File: config.mk
export PLATFORM = sky130hd
export DESIGN_NAME = adc_pipe_align
export DESIGN_NICKNAME = d
export VERILOG_FILES = /design/src/rtl/adc_align_pkg.sv /design/src/rtl/stage_delay.sv /design/src/rtl/code_combiner.sv /design/src/rtl/adc_pipe_align.sv
export SDC_FILE = /design/constraint.sdc
export NUM_CORES = 1
export LEC_CHECK = 0
export BUFFER_PORTS_ARGS = -buffer_cell sky130_fd_sc_hd__buf_4
export CAP_MARGIN = 40
export CELL_PAD_IN_SITES_DETAIL_PLACEMENT = 0
export CELL_PAD_IN_SITES_GLOBAL_PLACEMENT = 1
export CORE_ASPECT_RATIO = 0.6
export CORE_MARGIN = 2
export CORE_UTILIZATION = 49
export CTS_CLUSTER_DIAMETER = 120
export DETAILED_ROUTE_END_ITERATION = 10
export HOLD_SLACK_MARGIN = 0.06
export PLACE_DENSITY = 0.84
export SLEW_MARGIN = 20
export SYNTH_ARGS = -nofsm -noshare
export SYNTH_HDL_FRONTEND = slang
export SYNTH_HIERARCHICAL = 1
export SYNTH_SLANG_ARGS = --single-unit
File: constraint.sdc
create_clock -name clk -period 6.28 [get_ports clk]
set_input_delay 0.628 -clock clk [delete_from_list [all_inputs] [get_ports clk]]
set_output_delay 0.628 -clock clk [all_outputs]
set_load 0.02 [all_outputs]
File: src/rtl/adc_align_pkg.sv
package adc_align_pkg;

    typedef enum logic [1:0] {
        RANGE_OK    = 2'd0,
        RANGE_OVER  = 2'd1,
        RANGE_UNDER = 2'd2
    } range_e;

    // Left shift applied to lead stage idx (0 = first stage)
    function automatic int lead_shift(input int idx, input int lead_n,
                                      input int eff, input int last_w);
        return eff * (lead_n - 1 - idx) + last_w;
    endfunction

    // Fixed offset added by the redundant codes of all lead stages
    function automatic int redundancy_bias(input int lead_n, input int eff,
                                           input int last_w, input int offset);
        int acc;
        acc = 0;
        for (int i = 0; i < lead_n; i++)
            acc += offset * (1 << lead_shift(i, lead_n, eff, last_w));
        return acc;
    endfunction

endpackage

File: src/rtl/stage_delay.sv
module stage_delay #(
    parameter int W     = 4,
    parameter int DEPTH = 1
) (
    input  logic         clk,
    input  logic         rst_n,
    input  logic [W-1:0] din,
    output logic [W-1:0] dout
);
    logic [DEPTH-1:0][W-1:0] pipe_d, pipe_q;

    always_comb begin
        pipe_d    = pipe_q;
        pipe_d[0] = din;
        for (int i = 1; i < DEPTH; i++)
            pipe_d[i] = pipe_q[i-1];
    end

    always_ff @(posedge clk or negedge rst_n) begin
        if (!rst_n) pipe_q <= '0;
        else        pipe_q <= pipe_d;
    end

    assign dout = pipe_q[DEPTH-1];

    AST_DELAY_HEAD: assert property (@(posedge clk) disable iff (!rst_n)
        pipe_q[0] == $past(din) || $past(!rst_n)) else $error("delay head");
endmodule

File: src/rtl/code_combiner.sv
module code_combiner #(
    parameter int LEAD_N = 4,
    parameter int RAW_W  = 4,
    parameter int LAST_W = 2,
    parameter int OFFSET = 4,
    localparam int EFF   = RAW_W - 1,
    localparam int OUT_W = EFF * LEAD_N + LAST_W
) (
    input  logic [LEAD_N*RAW_W-1:0]  lead_codes,
    input  logic [LAST_W-1:0]        last_code,
    output logic [OUT_W-1:0]         data,
    output adc_align_pkg::range_e    range
);
    import adc_align_pkg::*;

    localparam int SUM_W = RAW_W + EFF * (LEAD_N - 1) + LAST_W + 1;
    localparam logic [SUM_W-1:0] BIAS =
        SUM_W'(redundancy_bias(LEAD_N, EFF, LAST_W, OFFSET));
    localparam logic [SUM_W-1:0] FULL = SUM_W'((1 << OUT_W) - 1);

    logic [SUM_W-1:0] sum_raw;
    logic [SUM_W-1:0] corr;

    always_comb begin
        sum_raw = SUM_W'(last_code);
        for (int i = 0; i < LEAD_N; i++)
            sum_raw = sum_raw + (SUM_W'(lead_codes[i*RAW_W +: RAW_W])
                                 << lead_shift(i, LEAD_N, EFF, LAST_W));
        corr = sum_raw - BIAS;
        if (sum_raw < BIAS) begin
            range = RANGE_UNDER;
            data  = '0;
        end else if (corr > FULL) begin
            range = RANGE_OVER;
            data  = '1;
        end else begin
            range = RANGE_OK;
            data  = corr[OUT_W-1:0];
        end
    end
endmodule

File: src/rtl/adc_pipe_align.sv
module adc_pipe_align #(
    parameter int LEAD_N = 4,
    parameter int RAW_W  = 4,
    parameter int LAST_W = 2,
    parameter int OFFSET = 4,
    localparam int OUT_W = (RAW_W - 1) * LEAD_N + LAST_W
) (
    input  logic                    clk,
    input  logic                    rst_n,
    input  logic                    busy_i,
    input  logic [LEAD_N*RAW_W-1:0] lead_codes_i,
    input  logic [LAST_W-1:0]       last_code_i,
    output logic [OUT_W-1:0]        data_o,
    output logic                    oor_o,
    output logic                    valid_o
);
    import adc_align_pkg::*;

    localparam int FILL_W = $clog2(LEAD_N + 1);

    typedef struct packed {
        logic [FILL_W-1:0] fill;
        logic              valid;
        logic              oor;
        logic [OUT_W-1:0]  data;
    } out_state_t;

    out_state_t st_d, st_q;

    logic [LEAD_N*RAW_W-1:0] aligned_lead;
    logic [OUT_W-1:0]        comb_data;
    range_e                  comb_range;

    // Stage g+1 waits LEAD_N-g cycles for the last stage to catch up
    for (genvar g = 0; g < LEAD_N; g++) begin : g_skew
        stage_delay #(.W(RAW_W), .DEPTH(LEAD_N - g)) u_dly (
            .clk  (clk),
            .rst_n(rst_n),
            .din  (lead_codes_i[g*RAW_W +: RAW_W]),
            .dout (aligned_lead[g*RAW_W +: RAW_W])
        );
    end

    code_combiner #(
        .LEAD_N(LEAD_N), .RAW_W(RAW_W), .LAST_W(LAST_W), .OFFSET(OFFSET)
    ) u_comb (
        .lead_codes(aligned_lead),
        .last_code (last_code_i),
        .data      (comb_data),
        .range     (comb_range)
    );

    always_comb begin
        st_d = st_q;
        if (st_q.fill != FILL_W'(LEAD_N))
            st_d.fill = st_q.fill + 1'b1;
        if (st_q.fill == FILL_W'(LEAD_N) && !busy_i) begin
            st_d.valid = 1'b1;
            st_d.oor   = (comb_range != RANGE_OK);
            st_d.data  = comb_data;
        end else begin
            st_d.valid = 1'b0;
            st_d.oor   = 1'b0;
            st_d.data  = '0;
        end
    end

    always_ff @(posedge clk or negedge rst_n) begin
        if (!rst_n) st_q <= '0;
        else        st_q <= st_d;
    end

    assign data_o  = st_q.data;
    assign oor_o   = st_q.oor;
    assign valid_o = st_q.valid;

    // Edge count since reset, kept only for the fill check
    logic [FILL_W:0] chk_edges_q;
    always_ff @(posedge clk or negedge rst_n) begin
        if (!rst_n)                                chk_edges_q <= '0;
        else if (chk_edges_q <= (FILL_W+1)'(LEAD_N)) chk_edges_q <= chk_edges_q + 1'b1;
    end

    AST_OOR_CLAMPED: assert property (@(posedge clk) disable iff (!rst_n)
        oor_o |-> (data_o == '0 || data_o == '1)) else $error("clamp");
    AST_BUSY_MUTES: assert property (@(posedge clk) disable iff (!rst_n)
        busy_i |=> (!valid_o && !oor_o && data_o == '0)) else $error("busy");
    AST_IDLE_ZERO: assert property (@(posedge clk) disable iff (!rst_n)
        !valid_o |-> (!oor_o && data_o == '0)) else $error("idle");
    AST_FILL_WAIT: assert property (@(posedge clk) disable iff (!rst_n)
        valid_o |-> chk_edges_q > (FILL_W+1)'(LEAD_N)) else $error("fill");
    AST_STAY_VALID: assert property (@(posedge clk) disable iff (!rst_n)
        (valid_o && !busy_i) |=> valid_o) else $error("drop");
endmodule

==> results of run 1 <==
-- layer usage --
layer  vias up  routed length, um  track usage
li1        685                  -            -
met1       645               1610        0.185
met2        41               1600        0.225
met3         8                255       0.0649
met4         0                 81        0.104
met5         -                  0            0
-- through the flow --
step / std cells / utilization
floorplan: 187 / -
global placement: 266 / 0.569
detailed placement: 267 / 0.570
CTS: 283 / 0.613
global route: 283 / 0.613
finish: 283 / 0.613
-- cell families (layout without fill, tap and decap cells) --
group / Yosys count / count (layout) / synth area share
AO/OA/AOI/OAI: 38 / 38 / 0.138
adder cells (fa/ha/maj): 7 / 7 / 0.0354
XOR/XNOR: 15 / 15 / 0.0592
buffers and inverters: 31 / 64 / 0.0749
AND/OR/NAND/NOR: 35 / 35 / 0.0865
flip-flops: 59 / 59 / 0.597
multiplexers: 2 / 2 / 0.00911
-- final timing paths --
kind / from / end / slack, ps / cells past startpoint
max: g_skew[2].u_dly/dout[0] / data_o[8] / 3140 / 9
min in group clk: g_skew[1].u_dly/pipe_d[8] / g_skew[1].u_dly/dout[0] / 350 / 0
min reg2reg: g_skew[1].u_dly/pipe_d[8] / g_skew[1].u_dly/dout[0] / 350 / 0
min: rst_n / g_skew[1].u_dly/pipe_d[4] / 340 / 1
max in group asynchronous: rst_n / st_q[18] / 5490 / 1
max reg2reg: g_skew[2].u_dly/dout[0] / data_o[8] / 3140 / 9
-- synth_stat cells (2+ instances only) --
| cell type | instances |
|---|---|
| sky130_fd_sc_hd__and2_2 | 14 |
| sky130_fd_sc_hd__o32ai_1 | 3 |
| sky130_fd_sc_hd__xnor2_1 | 9 |
| sky130_fd_sc_hd__nor3_1 | 5 |
| sky130_fd_sc_hd__o211ai_1 | 10 |
| sky130_fd_sc_hd__dfrtp_1 | 59 |
| sky130_fd_sc_hd__mux2_2 | 2 |
| sky130_fd_sc_hd__a21oi_1 | 2 |
| sky130_fd_sc_hd__a41oi_1 | 2 |
| sky130_fd_sc_hd__ha_1 | 7 |
| sky130_fd_sc_hd__o21ai_0 | 4 |
| sky130_fd_sc_hd__xor2_1 | 4 |
| sky130_fd_sc_hd__clkbuf_1 | 3 |
| sky130_fd_sc_hd__a21boi_0 | 2 |
| sky130_fd_sc_hd__o211ai_2 | 5 |
| sky130_fd_sc_hd__nor2_1 | 6 |
| sky130_fd_sc_hd__nand2_1 | 5 |
| sky130_fd_sc_hd__buf_4 | 14 |
| sky130_fd_sc_hd__buf_6 | 2 |
| sky130_fd_sc_hd__xnor2_2 | 2 |
| sky130_fd_sc_hd__inv_1 | 11 |
| sky130_fd_sc_hd__o21a_1 | 3 |
-- power by group through the flow --
| stage | clock [mW] | sequential, mW | combinational, mW |
|---|---|---|---|
| 2_1_floorplan | 0 | 0.420 | 0.105 |
| 3_3_place_gp | 0 | 0.421 | 0.132 |
| 3_5_place_dp | 0 | 0.422 | 0.134 |
| 4_1_cts | 0.348 | 0.415 | 0.135 |
| 5_1_grt | 0.365 | 0.417 | 0.147 |
| 6_report | 0.338 | 0.415 | 0.133 |
-- registers in the layout, summed over array words and instances (netlist names) --
| name | cells |
|---|---|
| oor_o | 1 |
| data_o | 14 |
| g_skew.u_dly/dout | 16 |
| valid_o | 1 |
| g_skew.u_dly/pipe_d | 24 |
| st_q | 3 |
-- worst register-to-register path: stages, from the launching register on --
cell	delay, ps
sky130_fd_sc_hd__dfrtp_1	370
sky130_fd_sc_hd__ha_1	240
sky130_fd_sc_hd__ha_1	230
sky130_fd_sc_hd__xnor2_1	310
sky130_fd_sc_hd__a21oi_1	190
sky130_fd_sc_hd__o32ai_1	450
sky130_fd_sc_hd__o22ai_2	210
sky130_fd_sc_hd__a211oi_4	640
sky130_fd_sc_hd__o211ai_1	190
sky130_fd_sc_hd__and2_2	210
-- layout make-up --
type / count / area (sq um)
clock buffers: 9 / 124
clock inverters: 7 / 76.3
well taps: 63 / 78.8
flip-flops and latches: 59 / 1480
repair buffers: 37 / 278
multi-input cells: 97 / 811
fillers: 383 / 1820
inverters: 11 / 41.3
==> impl_metrics.py, run 1 <==
metrics = {
    "run_status": {
        "status": "complete, no violations",
    },
    "sta": {
        "report.final.hold_viol_count": 0,
        "slew_violations": 0,
        "rsz0062_at_grt": "no",
        "final_period_minus_worst_setup_slack_ps": 3140,
        "setup_viol_count_final": 0,
        "maxSlewHeadroom": 0.545,
        "postLayoutSetupSlackWorst_ps": 3140,
        "finClkSkew_ps": 7.23,
        "final_min_period_over_clock_period": 0.500,
        "max_slew.worst_pin.slew_ps": 683,
        "max_clock_freq_mhz": 318,
        "hold_slack_ps": 342,
        "timing.setup.tns_ps": 0,
    },
    "cts": {
        "tritoncts": "done",
        "worst_skew_pair.late_latency_ps": 330,
        "post_cts_buffers": 0,
        "cts_repair_resize_count": 0,
        "tritoncts.num_buffers": 9,
        "cts.root.buffer_cell": "sky130_fd_sc_hd__clkbuf_8",
        "cts_num_sinks": 59,
        "clkSlewWorstSetupHoldPaths_ps": 70,
        "cts_hold_buffers": 0,
        "clk_path_buf_depth": 2,
        "htree_levels": 3,
    },
    "grt": {
        "grt_util_all_layers": 0.153,
        "antenna_found_initial": 0,
        "grt_pass1_vias": 1382,
        "grt_pass1_wl_mm": 6.13,
        "globalRoute.totalOverflow": 0,
        "pin_count_of_the_biggest_net_entering_global_routing": 60,
    },
    "logic_synthesis": {
        "seq_area_frac_synth": 0.597,
        "dominantRegCellSynth": "sky130_fd_sc_hd__dfrtp_1",
        "synth_seq_cells": 59,
        "post_synth_main_area_contributors": "sky130_fd_sc_hd__dfrtp_1, sky130_fd_sc_hd__and2_2, sky130_fd_sc_hd__buf_4",
        "ys_warn_count": 6,
        "yosysTopAreaCell": "sky130_fd_sc_hd__dfrtp_1",
        "post_synth.cell_area_avg_sq_um": 13.2,
        "syn_area_sq_um": 2470,
        "post_synth_top_area_share": 0.597,
        "synth_cell_types": 35,
        "synth-async-reset-ratio": 1.00,
        "synthesized_net_count": 215,
        "synth_enable_flop_cells": 0,
        "syn-instance-count": 187,
    },
    "placed_design": {
        "dp_slack_ps": 3170,
        "gpl.final_weighted_congestion": 0.817,
        "placement.cell_area_sq_um": 2690,
        "post-dp-hpwl_mm": 2.50,
        "portBuffers": 36,
    },
    "die": {
        "core_area_sq_um": 4710,
        "fp-row-count": 19,
        "initial_utilization": 0.525,
        "design.portCount": 37,
        "die-area_sq_um": 5650,
        "die_w_um": 95.7,
        "die_y_um": 59.0,
    },
    "setup_path": {
        "cp.buffers_inverters": 0,
        "cp_cell_sequence": "ha_1 > ha_1 > xnor2_1 > a21oi_1 > o32ai_1 > o22ai_2 > a211oi_4 > o211ai_1 > and2_2",
        "worstPathMaxFanout": 15,
        "crit_path_max_incr_delay_ps": 640,
        "timing.setup.critical_path_class": "flop to flop",
        "cp_slowest_cell": "sky130_fd_sc_hd__a211oi_4",
        "worstPathRequired_ps": 6500,
        "critPathTopFamily": "compound AO/OA/AOI/OAI gates",
        "critPathLaunchType": "flop",
        "crit_path_end_kind": "flop",
        "cp_data_arrival_time_ps": 3360,
        "critPathMostFrequentCell": "sky130_fd_sc_hd__ha_1",
    },
    "power": {
        "p_per_area_nw_per_um2": 307,
        "power_frac_seq": 0.468,
        "clock_power_share": 0.382,
        "fin_total_pwr_mw": 0.886,
        "power.static_leakage_nw": 1.35,
        "power_report.internal_total_mw": 0.653,
        "p_switching_mw": 0.233,
        "max-vdd-ir-drop_mv": 0.192,
        "comb_power_share": 0.150,
        "power.switching_fraction": 0.263,
    },
    "layout": {
        "syn2layout_area_growth_pct": 16.7,
        "final_cell_area_sq_um": 2890,
        "share_of_cells_above_drive_strength_1": 0.377,
        "final_nets": 243,
        "diodes": 0,
        "final_cell_mix": "sky130_fd_sc_hd__dfrtp_1, sky130_fd_sc_hd__buf_4, sky130_fd_sc_hd__and2_2",
        "final_common_cell": "sky130_fd_sc_hd__dfrtp_1",
    },
    "drt": {
        "detailedRoute.firstPassIterationCount": 4,
        "detail_route.drc_violations": 0,
        "drt-wirelength-per-cell_um": 12.5,
        "detail_route.vias_per_cell": 4.87,
        "detail_route.iter0.violations": 40,
        "vias": 1379,
        "wirelength_mm": 3.55,
        "ant_nets": 0,
    },
    "run": {
        "maxCapViolCount": 0,
    },
    "min_path": {
        "min-delay-path-class": "input pin to asynchronous set/reset pin",
    },
}
(Power assumes the default switching activity.)
==> run 2, diff against run 1 <==
Settings changed: ABC_AREA set to 1, CORE_UTILIZATION 49 to 44, PLACE_DENSITY 0.84 to 0.79.
Clock period 6.28 ns to 3.26 ns, I/O delays scaled along.
==> impl_metrics.py, run 2 <==
metrics = {
    "run_status": {
        "status": "complete, no violations",
    },
    "logic_synthesis": {
        "syn-instance-count": 263,
        "synth_cell_types": 27,
        "synth_mux_area_frac": 0,
        "synth-async-reset-ratio": 1.00,
        "synth_xor_area_frac": 0.00664,
        "post_synth_top_area_share": 0.560,
        "synth-simple-area-share": 0.277,
        "yosys-top-cells-count": "sky130_fd_sc_hd__dfrtp_1, sky130_fd_sc_hd__nand2_1, sky130_fd_sc_hd__inv_1",
        "synth_seq_cells": 59,
        "synth-compound-area-share": 0.00997,
        "dominantRegCellSynth": "sky130_fd_sc_hd__dfrtp_1",
        "synth_enable_flop_cells": 0,
        "yosysTopAreaCell": "sky130_fd_sc_hd__dfrtp_1",
        "synth.most_common_cell": "sky130_fd_sc_hd__dfrtp_1",
        "post_synth.cell_area_avg_sq_um": 10.0,
        "post_synth_main_area_contributors": "sky130_fd_sc_hd__dfrtp_1, sky130_fd_sc_hd__nand2_2, sky130_fd_sc_hd__nand2_1",
        "synth_top_family_by_area": "simple AND/OR/NAND/NOR gates",
        "ys_warn_count": 6,
        "synthesized_net_count": 291,
        "synth_area_in_adders": 0.0332,
        "syn_area_sq_um": 2640,
        "seq_area_frac_synth": 0.560,
    },
    "cts": {
        "cts.root.buffer_cell": "sky130_fd_sc_hd__clkbuf_8",
        "cts_repair_resize_count": 0,
        "clkSlewWorstSetupHoldPaths_ps": 70,
        "clk_path_buf_depth": 2,
        "worst_skew_pair.late_latency_ps": 340,
        "htree_levels": 3,
        "cts_hold_buffers": 1,
        "tritoncts": "done",
        "post_cts_buffers": 0,
        "cts_num_sinks": 59,
        "tritoncts.num_buffers": 9,
    },
    "layout": {
        "final_cell_mix": "sky130_fd_sc_hd__dfrtp_1, sky130_fd_sc_hd__nand2_1, sky130_fd_sc_hd__inv_1, sky130_fd_sc_hd__buf_4, sky130_fd_sc_hd__nand2_2",
        "final_core_utilization": 0.545,
        "diodes": 0,
        "fillers": 544,
        "final_nets": 322,
        "share_of_cells_above_drive_strength_1": 0.342,
        "final_common_cell": "sky130_fd_sc_hd__dfrtp_1",
        "multi_input_area_sq_um": 862,
        "sequential_cell_area_sq_um": 1480,
        "syn2layout_area_growth_pct": 17.2,
        "largest_reg_flops": 24,
    },
    "drt": {
        "detail_route.vias_per_cell": 4.17,
        "wire_length_on_met1_mm": 1.88,
        "amount_of_wire_on_met2_after_detailed_routing_mm": 1.49,
        "wirelength_mm": 3.67,
        "drt-wirelength-per-cell_um": 9.70,
        "detail_route.iter0.violations": 67,
        "detailedRoute.firstPassIterationCount": 4,
        "met3_wirelength_um": 214,
        "dr.max_layer_used": "met4",
        "vias": 1578,
        "detail_route.drc_violations": 0,
        "ant_nets": 0,
    },
    "sta": {
        "max_slew.worst_pin.slew_ps": 698,
        "finClkSkew_ps": 10.9,
        "final_period_minus_worst_setup_slack_ps": 2350,
        "hold_slack_ps": 91.0,
        "max_clock_freq_mhz": 426,
        "maxSlewHeadroom": 0.535,
        "timing.setup.tns_ps": 0,
        "rsz0062_at_grt": "no",
        "final_min_period_over_clock_period": 0.720,
        "setup_viol_count_final": 0,
        "report.final.hold_viol_count": 0,
        "slew_violations": 0,
    },
    "grt": {
        "grt_util_all_layers": 0.128,
        "grt_pass1_wl_mm": 6.35,
        "globalRoute.totalOverflow": 0,
        "antenna_found_initial": 0,
        "pin_count_of_the_biggest_net_entering_global_routing": 60,
        "grt_pass1_vias": 1423,
    },
    "setup_path": {
        "worstPathRequired_ps": 3470,
        "critPathLaunchType": "flop",
        "cp_data_arrival_time_ps": 2560,
        "cp_cell_sequence": "ha_1 > ha_1 > or2_1 > nand3_1 > nand2_1 > o21ai_2 > nand2_2 > nand2_1 > nand2_2 > nand3_1 > nand2_2 > inv_1 > nor2_2",
        "timing.setup.critical_path_class": "flop to flop",
        "critPathMostFrequentCell": "sky130_fd_sc_hd__nand2_2",
        "cp_slowest_cell": "sky130_fd_sc_hd__dfrtp_1",
        "crit_path_end_kind": "flop",
        "worstPathMaxFanout": 15,
        "crit_path_max_incr_delay_ps": 370,
    },
    "die": {
        "die_y_um": 64.0,
        "initial_utilization": 0.465,
        "design.portCount": 37,
        "die-area_sq_um": 6650,
        "fp-row-count": 21,
        "core_area_sq_um": 5680,
        "die_w_um": 104,
    },
    "power": {
        "max-vdd-ir-drop_mv": 0.289,
        "fin_total_pwr_mw": 1.81,
        "power.static_leakage_nw": 1.67,
        "p_per_area_nw_per_um2": 585,
    },
    "min_path": {
        "min-delay-path-class": "input pin to flop",
    },
    "placed_design": {
        "post-dp-hpwl_mm": 2.59,
        "portBuffers": 36,
        "gpl.final_weighted_congestion": 0.757,
    },
    "run": {
        "maxCapViolCount": 0,
    },
}
run 2: worst paths after layout:
| check | slack [ps] | to | depth (start not counted) | from |
|---|---|---|---|---|
| min in group asynchronous | 590 | g_skew[1].u_dly/pipe_d[6] | 2 | rst_n |
| min reg2reg | 340 | g_skew[2].u_dly/dout[0] | 0 | g_skew[2].u_dly/pipe_d[4] |
| max in group asynchronous | 2210 | data_o[1] | 2 | rst_n |
| min | 90 | g_skew[2].u_dly/pipe_d[5] | 1 | lead_codes_i[9] |
| max reg2reg | 910 | data_o[11] | 13 | g_skew[2].u_dly/dout[0] |
| max | 910 | data_o[11] | 13 | g_skew[2].u_dly/dout[0] |
run 2: critical path: cells and delay by family, from the launching register on:
kind	cells	cell delay, ps
AOI/OAI and AO/OA	1	150
adders and majority gates	2	450
buffers and inverters	1	70
DFF	1	370
and+or+nand+nor	9	1170
run 2: area by class of cell:
class                      count  share of cell area
sequential                    59               0.478
clock inverter                 4              0.0239
clock buffer                  11              0.0490
inverter                      39              0.0474
tap                           80              0.0324
timing repair buffer          37              0.0907
multi-input combinational    148               0.279
run 2: kinds of logic after synthesis:
group / Yosys count
and+or+nand+nor: 135
DFF: 59
buffers and inverters: 56
adders and majority gates: 7
AOI/OAI and AO/OA: 4
xor gates and xnor gates: 2
run 2: per-layer routing:
| layer | GRT usage | vias to the layer above |
|---|---|---|
| met2 | 0.184 | 34 |
| li1 | - | 844 |
| met5 | 0 | - |
| met4 | 0.0760 | 0 |
| met1 | 0.161 | 693 |
| met3 | 0.0541 | 7 |
run 2: where the power goes:
part           switching [mW]  internal (mW)  total (mW)
combinational           0.166          0.110       0.275
clock                   0.269          0.467       0.736
sequential             0.0170          0.779       0.796
total                   0.452           1.36        1.81
run 2: through the flow:
step	setup WS, ps	cells	area [sq um]
finish	911	378	3090
global route	724	378	3090
CTS	895	378	3090
detailed placement	914	362	2860
global placement	921	362	2860
floorplan	1140	263	2640
==> run 3, diff against run 2 <==
Settings changed: ABC_AREA 1 to 0, CORE_UTILIZATION 44 to 45, PLACE_DENSITY 0.79 to 0.78.
Clock period 3.26 ns to 2.35 ns, I/O delays scaled along.
==> impl_metrics.py, run 3 (synthesized netlist as in run 1, its figures left out) <==
metrics = {
    "run_status": {
        "status": "complete, but fails checks",
        "violations": "negative setup slack",
    },
    "cts": {
        "clk_path_buf_depth": 2,
        "clkSlewWorstSetupHoldPaths_ps": 70,
        "htree_levels": 3,
        "cts_num_sinks": 59,
        "tritoncts": "done",
        "cts.root.buffer_cell": "sky130_fd_sc_hd__clkbuf_8",
        "tritoncts.num_buffers": 9,
        "worst_skew_pair.late_latency_ps": 330,
    },
    "setup_path": {
        "reg2reg_to": "data_o[1]",
        "worstPathRequired_ps": 2570,
        "r2r_start": "g_skew[3].u_dly/dout[3]",
        "worstPathMaxFanout": 8,
        "depth_of_the_most_critical_reg_to_reg_path": 11,
        "crit_path_end_kind": "flop",
        "timing.setup.critical_path_class": "flop to flop",
        "cp_data_arrival_time_ps": 2660,
        "critical_path.endpoint": "data_o[1]",
        "timing.critical_path.from": "g_skew[3].u_dly/dout[3]",
        "critPathLaunchType": "flop",
        "reg2reg_setup_slack_ps": -90,
    },
    "sta": {
        "final_min_period_over_clock_period": 1.04,
        "rsz0062_at_grt": "yes",
        "report.final.hold_viol_count": 0,
        "finClkSkew_ps": 10.0,
        "final_period_minus_worst_setup_slack_ps": 2440,
        "maxSlewHeadroom": 0.531,
        "max_slew.worst_pin.slew_ps": 704,
        "setup_viol_count_final": 15,
        "max_clock_freq_mhz": 410,
        "postLayoutSetupSlackWorst_ps": -87.5,
        "slew_violations": 0,
    },
    "die": {
        "die-area_sq_um": 6120,
        "die_w_um": 99.7,
        "core_area_sq_um": 5180,
        "initial_utilization": 0.477,
        "die_y_um": 61.4,
        "design.portCount": 37,
        "fp-row-count": 20,
    },
    "power": {
        "comb_power_share": 0.205,
        "power_report.internal_total_mw": 1.88,
        "clock_power_share": 0.361,
        "power_frac_seq": 0.434,
        "power.switching_fraction": 0.268,
        "p_switching_mw": 0.687,
        "max-vdd-ir-drop_mv": 0.640,
        "power.static_leakage_nw": 1.59,
        "p_per_area_nw_per_um2": 735,
    },
    "grt": {
        "gr-usage-met3": 0.0681,
        "grt_pass1_wl_mm": 7.10,
        "antenna_found_initial": 0,
        "grt_util_all_layers": 0.160,
        "groute.layer.met2.usage": 0.266,
        "grt_pass1_vias": 1543,
        "pin_count_of_the_biggest_net_entering_global_routing": 60,
        "grt_busiest_layer": "met2",
        "gr-usage-met1": 0.188,
        "globalRoute.totalOverflow": 0,
    },
    "drt": {
        "wirelength_mm": 4.26,
        "detail_route.vias_per_cell": 4.84,
        "detailedRoute.firstPassIterationCount": 4,
        "detail_route.drc_violations": 0,
        "ant_nets": 0,
        "drt-wirelength-per-cell_um": 13.1,
        "detail_route.iter0.violations": 58,
        "vias": 1573,
    },
    "layout": {
        "final_common_cell": "sky130_fd_sc_hd__dfrtp_1",
        "final_cell_area_sq_um": 3480,
        "share_of_cells_above_drive_strength_1": 0.459,
        "diodes": 0,
        "final_nets": 282,
        "final_cell_mix": "sky130_fd_sc_hd__dfrtp_1, sky130_fd_sc_hd__buf_4, sky130_fd_sc_hd__dlygate4sd3_1",
        "largest_reg_flops": 24,
        "syn2layout_area_growth_pct": 40.9,
    },
    "placed_design": {
        "dp_slack_ps": -192,
        "portBuffers": 36,
        "placement.cell_area_sq_um": 2900,
        "gpl.final_weighted_congestion": 0.805,
        "post-dp-hpwl_mm": 2.74,
    },
    "run": {
        "maxCapViolCount": 0,
    },
    "min_path": {
        "min-delay-path-class": "input pin to flop",
    },
}
[run 3: worst min path at each step]
stage | startpoint | to | slack, ps | depth (start not counted)
after detailed placement | rst_n | g_skew[2].u_dly/pipe_d[7] | 330 | 1
final | busy_i | valid_o | 280 | 2
after CTS | busy_i | valid_o | 260 | 2
after global routing | busy_i | valid_o | 270 | 2
after floorplan | rst_n | data_o[0] | -60 | 0
after global placement | rst_n | g_skew[2].u_dly/pipe_d[5] | 310 | 1
[run 3: per-layer routing]
layer | vias up | routed length [um]
met5 | - | 0
met4 | 0 | 95
met3 | 11 | 239
met2 | 45 | 1990
met1 | 756 | 1930
li1 | 761 | -
[run 3: critical path, cell delays in order (launching register included)]
cell                       delay, ps
sky130_fd_sc_hd__dfrtp_1         400
sky130_fd_sc_hd__ha_4            180
sky130_fd_sc_hd__ha_4            180
sky130_fd_sc_hd__a31oi_4         250
sky130_fd_sc_hd__nor3b_2         110
sky130_fd_sc_hd__o21ai_1         240
sky130_fd_sc_hd__xnor2_2         170
sky130_fd_sc_hd__a211oi_4        280
sky130_fd_sc_hd__buf_6           160
sky130_fd_sc_hd__buf_12          120
sky130_fd_sc_hd__o211ai_1        100
sky130_fd_sc_hd__and2_4          150
[run 3: power by group through the flow]
stage | registers, mW | clock network, mW | logic [mW]
after floorplan | 1.13 | 0 | 0.311
after global placement | 1.13 | 0 | 0.423
after detailed placement | 1.13 | 0 | 0.429
after CTS | 1.11 | 0.959 | 0.510
after global routing | 1.12 | 1.01 | 0.568
final | 1.11 | 0.924 | 0.526
[run 3: layout make-up]
type | count | area, sq um
Inverter | 11 | 41.3
Fill cell | 364 | 1700
Multi-Input combinational cell | 97 | 996
Tap cell | 66 | 82.6
Clock buffer | 9 | 124
Clock inverter | 7 | 81.3
Timing Repair Buffer | 76 | 683
Sequential cell | 59 | 1480
[run 3: what timing repair did]
action,4_1_cts,5_1_grt
resized for setup,15,5
endpoints found under the setup margin,15,15
buffers inserted,5,1
hold buffers,17,0
pin swaps,17,12
gates cloned,1,1
endpoints found under the hold margin,75,0
[run 3: stage by stage]
stage	instances	total power [mW]	hold slack, ps	TNS, ps	utilization
after CTS	323	2.58	264	-1190	0.662
after global routing	325	2.69	272	-2350	0.673
after global placement	284	1.55	315	-1600	0.560
after floorplan	187	1.44	-60.6	-254	-
final	325	2.56	281	-961	0.673
after detailed placement	284	1.56	332	-2270	0.560
